**src/rtl/jtd_pkg.sv**
```systemverilog
package jtd_pkg;

    localparam int ENTRY_W = 64;

    typedef enum logic [1:0] {
        SZ_BYTE  = 2'd0,
        SZ_HALF  = 2'd1,
        SZ_WORD  = 2'd2,
        SZ_DWORD = 2'd3
    } esize_e;

    typedef enum logic [1:0] {
        ST_IDLE,
        ST_ISSUE,
        ST_WAIT,
        ST_DONE
    } state_e;

    // Sign-extend the entry held in the low bits of a fetched word.
    function automatic logic [ENTRY_W-1:0] sext_entry(
        input logic [ENTRY_W-1:0] raw,
        input esize_e             sz
    );
        logic [ENTRY_W-1:0] r;
        case (sz)
            SZ_BYTE:  r = ENTRY_W'($signed(raw[7:0]));
            SZ_HALF:  r = ENTRY_W'($signed(raw[15:0]));
            SZ_WORD:  r = ENTRY_W'($signed(raw[31:0]));
            default:  r = raw;
        endcase
        return r;
    endfunction

endpackage

```
**src/rtl/jtd_bounds.sv**
```systemverilog
module jtd_bounds #(
    parameter int IDX_W  = 64,
    parameter int MAX_W  = 16,
    parameter int SLOT_W = MAX_W + 1
) (
    input  logic [IDX_W-1:0]  idx,
    input  logic [MAX_W-1:0]  maxv,
    output logic [SLOT_W-1:0] slot
);
    logic below_zero;
    logic above_max;

    always_comb begin
        below_zero = idx[IDX_W-1];
        above_max  = idx > IDX_W'(maxv);
        if (below_zero || above_max)
            slot = SLOT_W'(maxv) + SLOT_W'(1);
        else
            slot = idx[SLOT_W-1:0];
    end
endmodule

```
**src/rtl/jtd_addr.sv**
```systemverilog
module jtd_addr #(
    parameter int ADDR_W = 64,
    parameter int SLOT_W = 17
) (
    input  logic [ADDR_W-1:0] base,
    input  logic [SLOT_W-1:0] slot,
    input  jtd_pkg::esize_e   sz,
    output logic [ADDR_W-1:0] addr
);
    always_comb begin
        addr = base + (ADDR_W'(slot) << sz);
    end
endmodule

```
**src/rtl/jtd_target.sv**
```systemverilog
module jtd_target #(
    parameter int ADDR_W = 64
) (
    input  logic [ADDR_W-1:0]           base,
    input  logic [jtd_pkg::ENTRY_W-1:0] raw,
    input  jtd_pkg::esize_e             sz,
    output logic [ADDR_W-1:0]           target
);
    logic [jtd_pkg::ENTRY_W-1:0] disp;

    always_comb begin
        disp   = jtd_pkg::sext_entry(raw, sz);
        target = base + (ADDR_W'(disp) << 2);
    end
endmodule

```
**src/rtl/jump_table_dispatch.sv**
```systemverilog
module jump_table_dispatch #(
    parameter int IDX_W   = 64,
    parameter int MAX_W   = 16,
    parameter int ADDR_W  = 64,
    parameter int ENTRY_W = jtd_pkg::ENTRY_W
) (
    input  logic               clk,
    input  logic               rst,
    input  logic               req_valid,
    input  logic [IDX_W-1:0]   req_index,
    input  logic [MAX_W-1:0]   req_max,
    input  logic [1:0]         req_size,
    input  logic [ADDR_W-1:0]  req_pc,
    output logic               busy,
    output logic               mem_rd_valid,
    output logic [ADDR_W-1:0]  mem_rd_addr,
    output logic [1:0]         mem_rd_size,
    input  logic               mem_rsp_valid,
    input  logic [ENTRY_W-1:0] mem_rsp_data,
    output logic               tgt_valid,
    output logic [ADDR_W-1:0]  tgt_addr
);
    import jtd_pkg::*;

    localparam int SLOT_W = MAX_W + 1;

    state_e            state_q;
    logic [ADDR_W-1:0] table_base;
    logic [ADDR_W-1:0] base_q;
    logic [ADDR_W-1:0] addr_d;
    logic [ADDR_W-1:0] addr_q;
    esize_e            size_q;
    logic [SLOT_W-1:0] slot;
    logic [ADDR_W-1:0] target_d;
    logic [ADDR_W-1:0] target_q;
    logic              accept;
    logic              rsp_take;

    assign table_base = req_pc + ADDR_W'(4);
    assign accept     = req_valid && (state_q == ST_IDLE);
    assign rsp_take   = mem_rsp_valid && (state_q == ST_WAIT);

    jtd_bounds #(.IDX_W(IDX_W), .MAX_W(MAX_W), .SLOT_W(SLOT_W)) u_bounds (
        .idx  (req_index),
        .maxv (req_max),
        .slot (slot)
    );

    jtd_addr #(.ADDR_W(ADDR_W), .SLOT_W(SLOT_W)) u_addr (
        .base (table_base),
        .slot (slot),
        .sz   (esize_e'(req_size)),
        .addr (addr_d)
    );

    jtd_target #(.ADDR_W(ADDR_W)) u_target (
        .base   (base_q),
        .raw    (mem_rsp_data),
        .sz     (size_q),
        .target (target_d)
    );

    always_ff @(posedge clk) begin
        if (rst) begin
            state_q  <= ST_IDLE;
            base_q   <= '0;
            addr_q   <= '0;
            size_q   <= SZ_BYTE;
            target_q <= '0;
        end else begin
            case (state_q)
                ST_IDLE: if (accept) begin
                    base_q  <= table_base;
                    addr_q  <= addr_d;
                    size_q  <= esize_e'(req_size);
                    state_q <= ST_ISSUE;
                end
                ST_ISSUE: state_q <= ST_WAIT;
                ST_WAIT: if (rsp_take) begin
                    target_q <= target_d;
                    state_q  <= ST_DONE;
                end
                default: state_q <= ST_IDLE;
            endcase
        end
    end

    assign busy         = (state_q != ST_IDLE);
    assign mem_rd_valid = (state_q == ST_ISSUE);
    assign mem_rd_addr  = addr_q;
    assign mem_rd_size  = size_q;
    assign tgt_valid    = (state_q == ST_DONE);
    assign tgt_addr     = target_q;
endmodule

```
**config.mk**
```make
export PLATFORM = sky130hd
export DESIGN_NAME = jump_table_dispatch
export DESIGN_NICKNAME = d
export VERILOG_FILES = /design/src/rtl/jtd_pkg.sv /design/src/rtl/jtd_bounds.sv /design/src/rtl/jtd_addr.sv /design/src/rtl/jtd_target.sv /design/src/rtl/jump_table_dispatch.sv
export SDC_FILE = /design/constraint.sdc
export NUM_CORES = 1
export LEC_CHECK = 0
export BUFFER_PORTS_ARGS = -buffer_cell sky130_fd_sc_hd__buf_2
export CORE_ASPECT_RATIO = 0.8
export CORE_MARGIN = 2
export CORE_UTILIZATION = 60
export DETAILED_ROUTE_END_ITERATION = 16
export GPL_ROUTABILITY_DRIVEN = 0
export PLACE_DENSITY = 0.87
export SLEW_MARGIN = 10
export SYNTH_ARGS = -nofsm -noshare
export SYNTH_HDL_FRONTEND = slang
export SYNTH_SLANG_ARGS = --single-unit
```
**constraint.sdc**
```tcl
create_clock -name clk -period 15.2 [get_ports clk]
set_input_delay 3.04 -clock clk [delete_from_list [all_inputs] [get_ports clk]]
set_output_delay 3.04 -clock clk [all_outputs]
set_load 0.01 [all_outputs]
```
## Word-level counts from Yosys, hierarchy flattened

Index checks and enable logic that the tools add are counted.

- Register bits after elaboration: 196
- Logic and storage cells: 32

- Shift-type cells: 1
- $lt $le $gt $ge: 1
- Eq/ne operators: 7
- Reduce and logical (&&, ||, !) cells: 9
- Add/subtract/negate cells: 4
- Muxes and demuxes: 5

Operators by type and width:

| cell | count |
|---|---|
| one-hot mux 62 bit (3 select lines) | 1 |
| adder 64 bit | 2 |
| adder 64 x 3 -> 64 bit, second input constant | 1 |
| > comparator 64 x 16 -> 1 bit | 1 |
| << shifter 17 x 2 -> 64 bit | 1 |
| adder 16 x 1 -> 17 bit, second input constant | 1 |
| 2-to-1 mux 17 bit | 1 |
| == test 2 bit, second input constant | 3 |
| one-hot mux 2 bit (3 select lines) | 1 |
| AND reduction 2 bit | 3 |
| == test 2 x 1 -> 1 bit, second input constant | 2 |
| zero test 2 bit | 2 |
| 2-to-1 mux 2 bit | 2 |
| != test 2 bit, second input constant | 2 |
| logical AND 1 bit | 2 |
| nonzero test 2 bit | 1 |
| logical OR 1 bit | 1 |

## Depth between registers and ports, before layout

- Depth in word-level cells: 5
- Gate-level depth with buffers: 27

## Cells and area by module

A second synthesis with hierarchy kept.

- Cells, all modules: 2158
- Area, all modules: 16050.4 um^2

Modules (own cells, without submodules):

| module | cells each | area each (um^2) | instances | sequential area each (um^2) |
|---|---|---|---|---|
| jump_table_dispatch | 1059 | 8221.6 | 1 | 3923.8 |
| jtd_target | 642 | 4235.3 | 1 | 0.0 |
| jtd_addr | 332 | 2582.5 | 1 | 0.0 |
| jtd_bounds | 125 | 1011.0 | 1 | 0.0 |

## Least setup slack after synthesis

OpenSTA, ideal clock, no wires.

- Path type: input -> register
- Start point: input req_max[1]
- End point: register addr_q[32] (netlist: mem_rd_addr[32])
- Setup slack: 6935 ps
- Arrival: 8133 ps
- Required time: 15068 ps
- Stages: 25
- Buffers on the path: 2
- Setup time: 132 ps
- Path through: inv_1 ha_1 nor2b_1 o21ai_0 nand2b_1 a21oi_1 o21ai_0 a21oi_1 o21ai_0 clkbuf_1 clkbuf_1 mux2i_1 mux2i_1 mux2_2 ha_1 and2_1 nand3_1 o21ai_0 a21oi_1 o31ai_1 and4b_1 or4b_2 xor2_1 nand2_1 a21oi_1

- Word-level cells in the longest chain between the ends: 5
- Elaborated cells on any way between the ends: 6
- Classes of those cells: add/sub (2); order compare (1); shift (1); mux (1); reduce/logical (1)

RTL lines:

| what | line | RTL |
|---|---|---|
| start, declared | jump_table_dispatch.sv:11 | `input logic [MAX_W-1:0] req_max,` |
| > comparator 64 x 16 -> 1 bit | jtd_bounds.sv:15 | `above_max = idx > IDX_W'(maxv);` |
| logical OR 1 bit | jtd_bounds.sv:16 | `if (below_zero \|\| above_max)` |
| 2-to-1 mux 17 bit (*) | jtd_bounds.sv:16 |  |
| << shifter 17 x 2 -> 64 bit (*) | jtd_addr.sv:11 | `addr = base + (ADDR_W'(slot) << sz);` |
| adder 64 bit (*) | jtd_addr.sv:11 |  |
| end signal, assigned | jump_table_dispatch.sv:74 | `addr_q <= addr_d;` |
| end, declared | jump_table_dispatch.sv:31 | `logic [ADDR_W-1:0] addr_q;` |

Every way passes the cells marked *; elsewhere a longest branch is shown, timed or not.
A chain may end at the register's enable or synchronous reset.

## Worst setup path after layout

- Start point: input req_max[1]
- End point: register addr_q[56] (netlist: mem_rd_addr[56])

The elaborated chain is that of the path after synthesis.

==> flow_metrics.tcl <==
set metrics [dict create \
    cts_inserted_buffers 17 \
    period_share 0.562 \
    most-common-layout-cells "343 x buf_2, 313 x nand2_1, 196 x dfxtp_1" \
    fill_cells 2070 \
    ir_worst_vdd_mv 0.0893 \
    die_x_um 185 \
    synthTopCellsByArea "dfxtp_1 25%, ha_1 8.2%, nand2_1 7.5%, a21oi_1 6.1%, xnor2_1 5.2%" \
    initial_utilization 0.606 \
    netlist.area_leader.share 0.248 \
    slew_violations 0 \
    critPathKind "in -> reg" \
    fin_skew_ns 0.0120 \
    layout_commonest_cell "buf_2" \
    holdPathEnd "tgt_addr[11]" \
    post_dp_cell_area_um2 17500 \
    fin_ws_ns 6.66 \
    synth-edff-count 0 \
    seq_area_frac_synth 0.248 \
    swShare 0.461 \
    synth-async-reset-ratio 0 \
    routedWlPerCell_um 19.0 \
    wirelength_mm 51.7 \
    rr_worst_depth 12 \
    postLayoutCoreUtil 0.697 \
    syn-num-nets 2404 \
    total_power_w 0.00254 \
    cts_tree "yes" \
    slowest_delay_ns 0.61 \
    fin_tns_setup_ns 0 \
    syn_avg_cell_area_um2 7.58 \
    maxCapViolCount 0 \
    max_freq_mhz 117 \
    yosys.area.top_type "dfxtp_1" \
    hp-start "tgt_addr[11]" \
    p_switching_w 0.00117 \
    cts_num_sinks 196 \
    track_usage 0.363 \
    status "finished, final reports clean" \
    yosysUniqueCellTypes 85 \
    synth_area_um2 15800 \
    syn_to_final_growth_pct 15.0 \
    final.min_clock_period_ns 8.54 \
    die-height_um 149 \
    drc 0 \
    clk_pin_slew_worst_paths_ns 0.09 \
    grt_pass1_vias 15500 \
    nets 2658 \
    drive_above_1_share 0.191 \
    critPathSlowestCell "o31ai_1" \
    combPwrFrac 0.531 \
    synth-warning-count 0 \
    syn_inst 2085 \
    r2r_start "mem_rd_size[0]" \
    slew_headroom 0.231 \
    p_int_w 0.00137 \
    crit_path_end_kind "flop" \
    p_seq_frac 0.282 \
    crit_path_max_fanout 20 \
    synth-main-ff-cell "dfxtp_1" \
    start_kind "primary input" \
    r2r-end "tgt_addr[57]" \
    rrSetupSlack_ns 10.02 \
    htreeDepth 4 \
    dp_hpwl_mm 39.6 \
    antenna_found_initial 8 \
    hold_viol 0 \
    min_path_type "reg -> reg" \
    required_ns 15.50 \
    grt_overflow 0 \
    cts_setup_buffers 0 \
    io_buffer_count 344 \
    place_ws_ns 6.35 \
    viasPerCell 6.41 \
    clock-root-buffer "clkbuf_16" \
    worst_pin_slew_ns 1.15 \
    coreArea_um2 26100 \
    grt_pass1_wl_mm 80.5 \
    antenna_left 0 \
    power.density_nw_per_um2 140 \
    insertion_delay_ns 0.44 \
    leakage_nw 8.05 \
    vias 17400 \
    core.rowCount 53 \
    critPathArrivalTime_ns 8.84 \
    power_frac_clock 0.186 \
    dieArea_um2 27700 \
    first_iter_violations 2196 \
    ioPinCount 347 \
    report.final.setup_viol 0 \
    first_pass_iters 11 \
    ctsResizeCount 0 \
    hold_depth 2 \
    finalInstanceArea_um2 18200 \
    grt_max_degree 92 \
    cts_hold_buf 0 \
    rsz0062_at_grt "no" \
    yosys_register_bits 196 \
    cts_buffer_depth 2 \
]
-- layout make-up --
type                            instances  area (um^2)  share of cell area
Sequential cell                       196         3920               0.216
Multi-Input combinational cell       1724        11200               0.616
Clock inverter                         15          188              0.0103
Clock buffer                           17          425              0.0234
Inverter                               46          173             0.00950
Antenna cell                            6         15.0            0.000826
Tap cell                              357          447              0.0246
Timing Repair Buffer                  354         1800              0.0990
-- power groups by stage --
stage	clock network, W	registers, W	logic, W
after floorplan	0	0.000724	0.000918
after global routing	0.000500	0.000729	0.00146
after detailed placement	0	0.000724	0.00129
after CTS	0.000477	0.000714	0.00131
after global placement	0	0.000721	0.00125
final	0.000474	0.000718	0.00135
-- cell families after synthesis --
kind of cell	after synthesis	synth area share
AND/OR/NAND/NOR	823	0.264
AO/OA/AOI/OAI	576	0.231
flip-flops	196	0.248
buffers and inverters	165	0.0438
XOR/XNOR	164	0.0914
adder cells (fa/ha/maj)	105	0.0841
multiplexers	56	0.0379
-- worst max-delay path by stage --
stage | startpoint | endpoint | depth (start not counted)
finish | req_max[1] | mem_rd_addr[56] | 25
floorplan | req_max[1] | mem_rd_addr[32] | 25
detailed placement | req_max[1] | mem_rd_addr[32] | 25
global placement | req_max[1] | mem_rd_addr[32] | 25
CTS | req_max[1] | mem_rd_addr[32] | 25
global route | req_max[1] | mem_rd_addr[56] | 25
-- metrics by stage --
step	hold slack, ns	instances
4_1_cts	0.454	2709
6_report	0.453	2715
3_3_place_gp	0.436	2677
2_1_floorplan	0.432	2085
3_5_place_dp	0.441	2677
5_1_grt	0.474	2714
-- synth_stat cells, types with 13 or more instances --
library cell / instances
clkbuf_1: 101
mux2_2: 20
o21ai_0: 94
a21oi_1: 193
nor2_1: 157
nor4_1: 28
nor2b_1: 15
inv_1: 44
a21o_1: 65
a211oi_1: 63
mux2i_1: 35
nand2_1: 314
a31oi_1: 16
nand4_1: 56
and4_1: 15
nor3_1: 41
ha_1: 103
and3_1: 22
nand3_1: 64
dfxtp_1: 196
o21bai_1: 17
or3_1: 13
and2_1: 29
o21a_1: 44
xnor2_1: 94
xor2_1: 69
-- flip-flops by register name (all words and copies together) (netlist names) --
| register | count |
|---|---|
| base_q | 64 |
| tgt_addr | 64 |
| mem_rd_size | 2 |
| state_q | 2 |
| mem_rd_addr | 64 |
-- per-layer routing --
| metal | GRT usage | share of wire | vias to the layer above | wire length (um) |
|---|---|---|---|---|
| li1 | - | - | 8077 | - |
| met1 | 0.528 | 0.42 | 7974 | 21900 |
| met2 | 0.517 | 0.40 | 1147 | 20800 |
| met3 | 0.0972 | 0.14 | 196 | 7180 |
| met4 | 0.119 | 0.035 | 2 | 1830 |
| met5 | 0 | 0.00025 | - | 13 |
-- worst max-delay path: cells and delay by family --
family	cells	cell delay (ns)
compound gates	10	2.25
simple gates	7	1.46
mux	3	0.97
fa+ha+maj	2	0.64
buf+inv	3	0.48
Note: power is estimated with default switching activity, not from simulation.
